[src/rtl/h2s_pkg.sv]
package h2s_pkg;
  localparam int HALF_W   = 16;
  localparam int HEXP_W   = 5;
  localparam int HFRAC_W  = 10;
  localparam int SINGLE_W = 32;
  localparam int SEXP_W   = 8;
  localparam int SFRAC_W  = 23;
  localparam int HBIAS    = (1 << (HEXP_W - 1)) - 1;
  localparam int SBIAS    = (1 << (SEXP_W - 1)) - 1;
  localparam int BIAS_ADJ = SBIAS - HBIAS;
  localparam int PAD_W    = SFRAC_W - HFRAC_W;
  localparam int LZ_W     = $clog2(HFRAC_W + 1);

  typedef struct packed {
    logic                sign;
    logic [HEXP_W-1:0]   exp;
    logic [HFRAC_W-1:0]  frac;
  } half_t;

  typedef enum logic [2:0] {
    CLS_ZERO = 3'd0,
    CLS_SUB  = 3'd1,
    CLS_NORM = 3'd2,
    CLS_INF  = 3'd3,
    CLS_NAN  = 3'd4
  } hclass_e;

  // Rebias a half exponent field onto the single exponent bias.
  function automatic logic [SEXP_W-1:0] rebias(input logic [HEXP_W-1:0] e);
    return {{(SEXP_W-HEXP_W){1'b0}}, e} + SEXP_W'(BIAS_ADJ);
  endfunction

  // Left-align a half fraction inside the single fraction field.
  function automatic logic [SFRAC_W-1:0] align_frac(input logic [HFRAC_W-1:0] f);
    return {f, {PAD_W{1'b0}}};
  endfunction

  // Exponent of a renormalised subnormal given its leading-zero count.
  function automatic logic [SEXP_W-1:0] sub_exp(input logic [LZ_W-1:0] lz);
    return SEXP_W'(BIAS_ADJ) - {{(SEXP_W-LZ_W){1'b0}}, lz};
  endfunction

  // Fraction bits left below the leading one after renormalisation.
  function automatic logic [HFRAC_W-1:0] sub_frac(input logic [HFRAC_W-1:0] f,
                                                  input logic [LZ_W-1:0] lz);
    logic [HFRAC_W:0] t;
    t = {1'b0, f} << (lz + LZ_W'(1));
    return t[HFRAC_W-1:0];
  endfunction
endpackage

[src/rtl/h2s_classify.sv]
module h2s_classify
  import h2s_pkg::*;
(
  input  half_t   h,
  input  logic    alt_mode,
  output hclass_e cls
);
  logic exp_zero, exp_top, frac_zero;

  assign exp_zero  = ~|h.exp;
  assign exp_top   = &h.exp;
  assign frac_zero = ~|h.frac;

  always_comb begin
    if (exp_zero)
      cls = frac_zero ? CLS_ZERO : CLS_SUB;
    else if (exp_top && !alt_mode)
      cls = frac_zero ? CLS_INF : CLS_NAN;
    else
      cls = CLS_NORM;
  end
endmodule

[src/rtl/h2s_lzc.sv]
module h2s_lzc #(
  parameter int W  = 10,
  parameter int CW = $clog2(W + 1)
) (
  input  logic [W-1:0]  v,
  output logic [CW-1:0] lz
);
  always_comb begin
    logic found;
    found = 1'b0;
    lz    = CW'(W);
    for (int i = W - 1; i >= 0; i--) begin
      if (!found && v[i]) begin
        lz    = CW'(W - 1 - i);
        found = 1'b1;
      end
    end
  end
endmodule

[src/rtl/h2s_assemble.sv]
module h2s_assemble
  import h2s_pkg::*;
(
  input  half_t                 h,
  input  hclass_e               cls,
  input  logic [LZ_W-1:0]       lz,
  output logic [SINGLE_W-1:0]   y
);
  localparam logic [SEXP_W-1:0] EXP_ONES = '1;

  always_comb begin
    unique case (cls)
      CLS_ZERO: y = {h.sign, {(SINGLE_W-1){1'b0}}};
      CLS_SUB:  y = {h.sign, sub_exp(lz), align_frac(sub_frac(h.frac, lz))};
      CLS_INF:  y = {h.sign, EXP_ONES, {SFRAC_W{1'b0}}};
      CLS_NAN:  y = {h.sign, EXP_ONES, 1'b1, h.frac[HFRAC_W-2:0], {PAD_W{1'b0}}};
      default:  y = {h.sign, rebias(h.exp), align_frac(h.frac)};
    endcase
  end
endmodule

[src/rtl/h2s_widen.sv]
module h2s_widen
  import h2s_pkg::*;
(
  input  logic                 clk,
  input  logic                 rst_n,
  input  logic                 in_valid,
  input  logic [HALF_W-1:0]    in_half,
  input  logic                 alt_mode,
  output logic                 out_valid,
  output logic [SINGLE_W-1:0]  out_single
);
  half_t                h;
  hclass_e              cls;
  logic [LZ_W-1:0]      lz;
  logic [SINGLE_W-1:0]  conv;
  logic                 evt_sub;

  assign h       = half_t'(in_half);
  assign evt_sub = in_valid && (cls == CLS_SUB);

  h2s_classify u_cls (.h(h), .alt_mode(alt_mode), .cls(cls));

  h2s_lzc #(.W(HFRAC_W), .CW(LZ_W)) u_lzc (.v(h.frac), .lz(lz));

  h2s_assemble u_asm (.h(h), .cls(cls), .lz(lz), .y(conv));

  always_ff @(posedge clk or negedge rst_n) begin
    if (!rst_n) begin
      out_valid  <= 1'b0;
      out_single <= '0;
    end else begin
      out_valid <= in_valid;
      if (in_valid) out_single <= conv;
    end
  end
endmodule

[config.mk]
export PLATFORM = sky130hd
export DESIGN_NAME = h2s_widen
export DESIGN_NICKNAME = d
export VERILOG_FILES = /design/src/rtl/h2s_pkg.sv /design/src/rtl/h2s_classify.sv /design/src/rtl/h2s_lzc.sv /design/src/rtl/h2s_assemble.sv /design/src/rtl/h2s_widen.sv
export SDC_FILE = /design/constraint.sdc
export NUM_CORES = 1
export LEC_CHECK = 0
export ABC_CLOCK_PERIOD_IN_PS = 1200
export BUFFER_PORTS_ARGS = -buffer_cell sky130_fd_sc_hd__buf_4
export CORE_ASPECT_RATIO = 1.25
export CORE_UTILIZATION = 50
export CTS_CLUSTER_DIAMETER = 100
export DETAILED_ROUTE_END_ITERATION = 8
export GPL_TIMING_DRIVEN = 0
export PLACE_DENSITY = 0.92
export SLEW_MARGIN = 25
export SYNTH_ARGS = -nofsm -noshare
export SYNTH_HDL_FRONTEND = slang
export SYNTH_SLANG_ARGS = --single-unit
export TNS_END_PERCENT = 5
[constraint.sdc]
create_clock -name clk -period 1.2 [get_ports clk]
set_input_delay 0 -clock clk [delete_from_list [all_inputs] [get_ports clk]]
set_output_delay 0 -clock clk [all_outputs]
set_load 0.03 [all_outputs]
==> metrics.yaml, run 1 <==
flow_run:
  max_cap_viol_count: 0
setup_path:
  cp.arrival_ns: 1.96
  criticalPathCategory: "primary input to flip-flop"
  worst_setup_path_start_kind: "primary input"
  worstPathMaxFanout: 7
  cp.required_ns: 1.40
  worst_setup_path_end_kind: "flip-flop"
sta:
  rsz0062_at_grt: "true"
  layout_setup_ws_ns: -0.5683
  timing.hold.ws_ns: 0.007173
  final-max-slew-violation-count: 0
  timing.final.hold_violations: 0
  min_clock_period_post_route_ns: 1.768
  setup-violations-final: 13
  relSlewSlack_pct: 46.52
  achievable-frequency_mhz: 565.5
  finalCritPeriodShare_pct: 147.4
  skew_ns: 0
  tightestPinTransition_ns: 0.7819
  fin_tns_setup_ns: -4.883
yosys:
  async_flop_share_pct: 100.0
  syn_inst: 193
  synth-xor-area-share_pct: 1.132
  synthSimpleGateAreaFrac_pct: 23.52
  postSynthAreaPerCell_sq_um: 8.019
  synthesis.area_sq_mm: 0.001548
  yosysSeqAreaShare_pct: 30.72
  synth.top_cells.by_area: "dfrtp_1 (31%), a21oi_1 (7.1%), buf_4 (6.8%), nor2_1 (5.6%), nand2b_1 (3.2%)"
  main_combinational_cell_family_by_area_after_synthesis: "compound AO/OA/AOI/OAI gates"
  netlist_cell_types: 49
  yosys-mux-area-fraction_pct: 4.123
  synth_fa_ha_area_share_pct: 1.617
  yosysTopAreaCellShare_pct: 30.72
  synthesis.yosys.warnings: 0
  synth_edf_count: 0
  yosys_most_used_dff: "dfrtp_1"
  synth_compound_area_share_pct: 26.60
  postSynthRegisterBits: 19
  synth_largest_area_cell: "dfrtp_1"
grt:
  grtUsageTotal_pct: 34.43
  grt_overflow: 0
  antenna_found_initial: 0
  number_of_global_route_vias_before_repair: 1748
  wire_length_of_the_first_global_routing_pass_microns: 8438
  grt_start_max_net_pins: 20
power:
  p_leak_nw: 1.039
  power.density_mw_per_mm2: 882.5
  peakVddDrop_v: 0.0006707
routing:
  drtIter0Drc: 140
  routed_wl_microns: 5564
  antenna_left: 0
  number_of_remaining_drc_errors: 0
  firstDrtPassIters: 7
  routed_wire_length_per_instance_microns: 18.24
  vias_per_cell: 6.197
  detailroute.via_count: 1890
finish:
  stdcell_area_sq_mm: 0.002381
  filler_cell_count: 173
  area_delta_synth_final_pct: 53.84
  finalNonFillerCells: 305
  final_core_utilization_pct: 80.84
  final_net_count: 292
  antenna_cells: 0
  drive_gt1_share_pct: 43.87
die:
  core-area_sq_mm: 0.002945
  dieArea_sq_mm: 0.003324
  dieHeight_microns: 64.21
  std_cell_rows: 22
  start_util_pct: 52.55
  die-width_microns: 51.77
  io_pins: 53
placed_design:
  placed_cells: 277
  globalplace.congestion: 0.9834
  io_buffers: 36
  detailed_place.area_sq_mm: 0.001967
  hpwlAfterDp_microns: 3184
clock_network:
  clock-sinks: 19
  cts_root_buf: "clkbuf_4"
  cts_buffers: 3
  h_tree_lvl_count: 1
  clk-insertion-delay-late_ns: 0.32
  tritoncts: "yes"
  path_clk_slew_ns: 0.11
  cts_buffer_depth: 2
run_status:
  outcome: "complete, but fails checks"
  failed_checks: "negative setup slack"
hold_path:
  min_path_type: "primary input to flip-flop"
[placed cells by master (no fill, tap or decap), types with 3 or more instances in the layout]
| cell type | count |
|---|---|
| a22oi_2 | 3 |
| mux2i_1 | 3 |
| dlygate4sd3_1 | 9 |
| nor3_1 | 3 |
| nor3_2 | 3 |
| buf_6 | 4 |
| dfrtp_1 | 19 |
| inv_2 | 4 |
| a211oi_2 | 3 |
| conb_1 | 13 |
| inv_1 | 5 |
| nor2_1 | 21 |
| nand3_1 | 4 |
| a31oi_1 | 3 |
| nand2_1 | 9 |
| buf_4 | 62 |
| and2_4 | 3 |
| o21ai_1 | 4 |
| nor2b_1 | 3 |
| a21oi_1 | 18 |
| clkbuf_1 | 5 |
| a21oi_2 | 4 |
| clkbuf_4 | 3 |
| nand2b_1 | 7 |
[what timing repair did]
action,CTS,global route
pin swaps,19,13
endpoints found under the setup margin,15,15
hold endpoints to repair,27,1
buffers inserted,14,2
hold buffers,8,1
resized for setup,34,13
[per-stage QoR]
step                      setup WS [ns]  power [W]
after floorplan                 -0.6963   0.001283
after global placement           -1.224   0.001531
after detailed placement         -1.250   0.001542
after CTS                       -0.5012   0.001997
after global routing            -0.6364   0.002192
final                           -0.5683   0.002101
[final timing paths]
| check | startpoint | endpoint | slack, ns | depth (start not counted) |
|---|---|---|---|---|
| hold reg to reg | out_single[31] | out_single[31] | 0.54 | 1 |
| min in group asynchronous | rst_n | out_single[15] | 0.08 | 2 |
| setup / recovery | in_half[6] | out_single[19] | -0.57 | 10 |
| setup reg to reg | out_single[19] | out_single[19] | 0.16 | 3 |
| hold / removal | in_half[4] | out_single[17] | 0.007 | 2 |
| max in group asynchronous | rst_n | out_single[14] | 0.92 | 2 |
[cell usage after synthesis (2+ instances only)]
master    count
xnor2_1       2
inv_1         9
o21ai_1       3
o21a_1        2
mux2i_1       3
buf_2         2
a22oi_1       3
nor3_1        8
nand2_1      10
ha_1          2
a211oi_1      5
a31oi_1       4
nand4b_1      2
nor2_1       23
and2_1        3
nor2b_1       3
nand3_1       5
nand4_1       2
dfrtp_1      19
nand2b_1      8
buf_4        14
mux2_2        2
clkbuf_1      7
o21ai_0       5
a21oi_1      22
and3_1        2
[layout make-up]
cell class / count / area [sq um] / share of cell area [%]
tap: 36 / 45.04 / 1.892
buffer: 23 / 166.4 / 6.989
sequential: 19 / 475.5 / 19.97
multi-input combinational: 153 / 1130 / 47.45
inverter: 9 / 33.78 / 1.419
timing repair buffer: 61 / 504.2 / 21.18
clock buffer: 4 / 26.28 / 1.104
[state kept, by name, summed over array words and instances, names as in the netlist]
name / count
out_single: 18
out_valid: 1
[cell families after synthesis]
kind of cell / count (synthesis)
DFF: 19
other: 1
xor gates and xnor gates: 2
and+or+nand+nor: 70
buffers and inverters: 33
adders and majority gates: 2
muxes: 6
AOI/OAI and AO/OA: 60
[worst max-delay path: stages]
cell and delay (ns):
buf_12 0.11, nor4_4 0.29, nand4b_1 0.22, o21ai_4 0.27
ha_4 0.22, o21ai_2 0.09, o21a_1 0.17, and3_4 0.19
a221oi_2 0.29, o21ai_1 0.12
[per-layer routing]
metal	routed length [microns]	vias to the layer above	global-route usage (%)
met2	2776	151	56.33
met1	1966	875	39.82
met4	374	0	23.31
met5	0	-	0
li1	-	823	-
met3	448	41	5.952
[power by group]
| group | leakage (nW) | total, W | switching [W] | internal [W] |
|---|---|---|---|---|
| combinational | 0.805 | 0.00102 | 0.000587 | 0.000431 |
| sequential | 0.220 | 0.000735 | 0.0000350 | 0.000700 |
| clock | 0.0150 | 0.000349 | 0.000218 | 0.000130 |
(Power assumes the default switching activity.)
==> run 2: changes to the inputs <==
REMOVE_ABC_BUFFERS = 1   (was unset)
==> run 2 against run 1 <==
  * The run still ends with negative setup slack left
  * Non-clock buffer count down 27
  * Critical endpoint unchanged
  * Clock power about the same
  * Largest cell class unchanged
  * Sequential cell count unchanged
  * Critical path type unchanged
  * Utilization down 9.5 points
  * Total power down 6.7%
  * Highest routed layer unchanged
  * Combinational power down 13%
  * Die area unchanged
  * First-iteration DRC count up 64%
  * Worst hold slack worse by 0.0037 ns
==> metrics.yaml, run 2 (synthesis gave the netlist of run 1 again) <==
finish:
  stdcell_area_sq_mm: 0.002102  # -12%
  drive_gt1_share_pct: 32.64  # -11 points
  regMostFlops: "out_single"
  largest_register_ff_count: 18  # unchanged
  area_delta_synth_final_pct: 35.81
  reg.largest.list: "out_single (18), out_valid (1)"
  layout_commonest_cell: "buf_4"
  mostFrequentLayoutCells: "buf_4 (43), nor2_1 (22), a21oi_1 (20)"
  finalNonFillerCells: 278  # -8.9%
  final_net_count: 265  # -9.2%
  antenna_cells: 0  # unchanged
setup_path:
  worstPathMaxFanout: 7  # unchanged
  cp.required_ns: 1.40  # about the same
  worst_setup_path_start_kind: "primary input"
  timing.critical_path.cells: "buf_12 -> nor4_4 -> nand4b_1 -> o21ai_4 -> buf_6 -> ha_4 -> o21ai_2 -> o21a_1 -> and3_4 -> a221oi_2 -> o21ai_1"
  criticalPathCategory: "primary input to flip-flop"
  worst_setup_path_end_kind: "flip-flop"
  worst_path_largest_cell_delay_ns: 0.33  # +0.04 ns
  worst_path_dominant_cell_family: "simple AND/OR/NAND/NOR gates"
  timing.critical_path.slowest_stage_cell: "nor4_4"
  cp_num_buf_inv: 2  # +1
  cp.arrival_ns: 2.10  # +0.14 ns
power:
  net-switching-power_w: 0.0007931  # -5.6%
  clock_power_share_pct: 17.6  # +1.0 points
  peakVddDrop_v: 0.0005471  # -18%
  power.density_mw_per_mm2: 932.7  # +5.7%
  pwr-share-seq_pct: 37.3  # +2.3 points
  p_leak_nw: 0.9029  # -13%
  share_comb_of_total_power_pct: 45.1  # -3.3 points
  power_switching_share_pct: 40.45  # +0.47 points
  power_report.internal_total_w: 0.001167  # -7.4%
die:
  die-width_microns: 51.77  # unchanged
  io_pins: 53  # unchanged
  dieArea_sq_mm: 0.003324  # unchanged
  core-area_sq_mm: 0.002945  # unchanged
  std_cell_rows: 22  # unchanged
  start_util_pct: 52.55  # unchanged
  dieHeight_microns: 64.21  # unchanged
sta:
  layout_setup_ws_ns: -0.6921  # -0.1237 ns
  final-max-slew-violation-count: 0  # unchanged
  relSlewSlack_pct: 51.87  # +5.3 points
  finalCritPeriodShare_pct: 157.7  # +10 points
  timing.hold.ws_ns: 0.003469  # -0.003704 ns
  skew_ns: 0  # unchanged
  timing.final.hold_violations: 0  # unchanged
  setup-violations-final: 14  # +1
  rsz0062_at_grt: "true"
  fin_tns_setup_ns: -6.898  # -2.014 ns
  min_clock_period_post_route_ns: 1.892  # +0.1237 ns
  tightestPinTransition_ns: 0.7038  # -0.07810 ns
  achievable-frequency_mhz: 528.5  # -6.5%
routing:
  routed_wire_length_per_instance_microns: 18.18  # -0.34%
  number_of_remaining_drc_errors: 0  # unchanged
  antenna_left: 0  # unchanged
  routed_wl_microns: 5054  # -9.2%
  vias_per_cell: 6.511  # +5.1%
  drtIter0Drc: 229  # +64%
  firstDrtPassIters: 5  # -2
  detailroute.via_count: 1810  # -4.2%
grt:
  grt_overflow: 0  # unchanged
  wire_length_of_the_first_global_routing_pass_microns: 7534  # -11%
  number_of_global_route_vias_before_repair: 1579  # -9.7%
  grtUsageTotal_pct: 30.41  # -4.0 points
  antenna_found_initial: 0  # unchanged
  grt_start_max_net_pins: 36  # +80%
placed_design:
  io_buffers: 39  # +8.3%
  detailed_place.area_sq_mm: 0.001778  # -9.6%
  placed_cells: 256  # -7.6%
  hpwlAfterDp_microns: 2876  # -9.7%
  globalplace.congestion: 0.9348  # -4.9%
clock_network:
  clk-insertion-delay-late_ns: 0.31  # about the same
  h_tree_lvl_count: 1  # unchanged
  tritoncts: "yes"
  cts_buffer_depth: 2  # unchanged
  clock-sinks: 19  # unchanged
  cts_buffers: 3  # unchanged
  cts_root_buf: "clkbuf_4"
  path_clk_slew_ns: 0.11  # about the same
run_status:
  failed_checks: "negative setup slack"
  outcome: "complete, but fails checks"
flow_run:
  max_cap_viol_count: 0  # unchanged
hold_path:
  min_path_type: "primary input to flip-flop"
## run 2: routing by layer
layer  track usage (%)  wire length (microns)
met2             47.40                   2422
met4             19.26                    250
met3             6.190                    622
met1             37.26                   1759
met5                 0                      0
## run 2: path summary, 6_finish.rpt
kind | startpoint | end | slack, ns | cells past startpoint
max | in_half[8] | out_single[19] | -0.69 | 11
min | in_half[13] | out_single[26] | 0.003 | 3
max reg2reg | out_single[19] | out_single[19] | 0.26 | 3
min reg2reg | out_single[18] | out_single[18] | 0.51 | 2
max in group asynchronous | rst_n | out_single[22] | 0.92 | 2
min in group asynchronous | rst_n | out_single[24] | 0.08 | 2
## run 2: per-stage QoR
stage / util, % / setup slack (ns) / power (W)
final: 71.37 / -0.6921 / 0.001960
after global routing: 71.37 / -0.7475 / 0.002040
after CTS: 68.44 / -0.5316 / 0.001870
after detailed placement: 60.37 / -1.392 / 0.001466
after global placement: 60.37 / -1.306 / 0.001450
after floorplan: - / -0.7607 / 0.001188
## run 2: final cells by class
cell class | instances | area (sq um)
multi-input cells | 153 | 1035
fillers | 215 | 843.3
repair buffers | 57 | 485.5
flip-flops and latches | 19 | 475.5
well taps | 36 | 45.04
inverters | 9 | 33.78
clock buffers | 3 | 22.52
clock inverters | 1 | 5.005
## run 2: timing repair
item / in CTS / in global routing
resized for setup: 19 / 13
setup buffers: 5 / 3
gates cloned: 0 / 0
pin swaps: 10 / 8
endpoints found under the hold margin: 27 / 1
hold buffers: 9 / 1
setup endpoints to repair: 13 / 15
## run 2: worst reg2reg max path: cells and delay by family (launching register included)
kind	cells	cell delay, ns
and+or+nand+nor	1	0.15
DFF	1	0.39
AOI/OAI and AO/OA	2	0.28
## run 2: power groups by stage
stage | Sequential [W] | Clock [W] | Combinational (W)
3_5_place_dp | 0.000745 | 0 | 0.000721
2_1_floorplan | 0.000874 | 0 | 0.000315
4_1_cts | 0.000732 | 0.000334 | 0.000804
6_report | 0.000732 | 0.000346 | 0.000883
5_1_grt | 0.000740 | 0.000370 | 0.000930
3_3_place_gp | 0.000741 | 0 | 0.000709
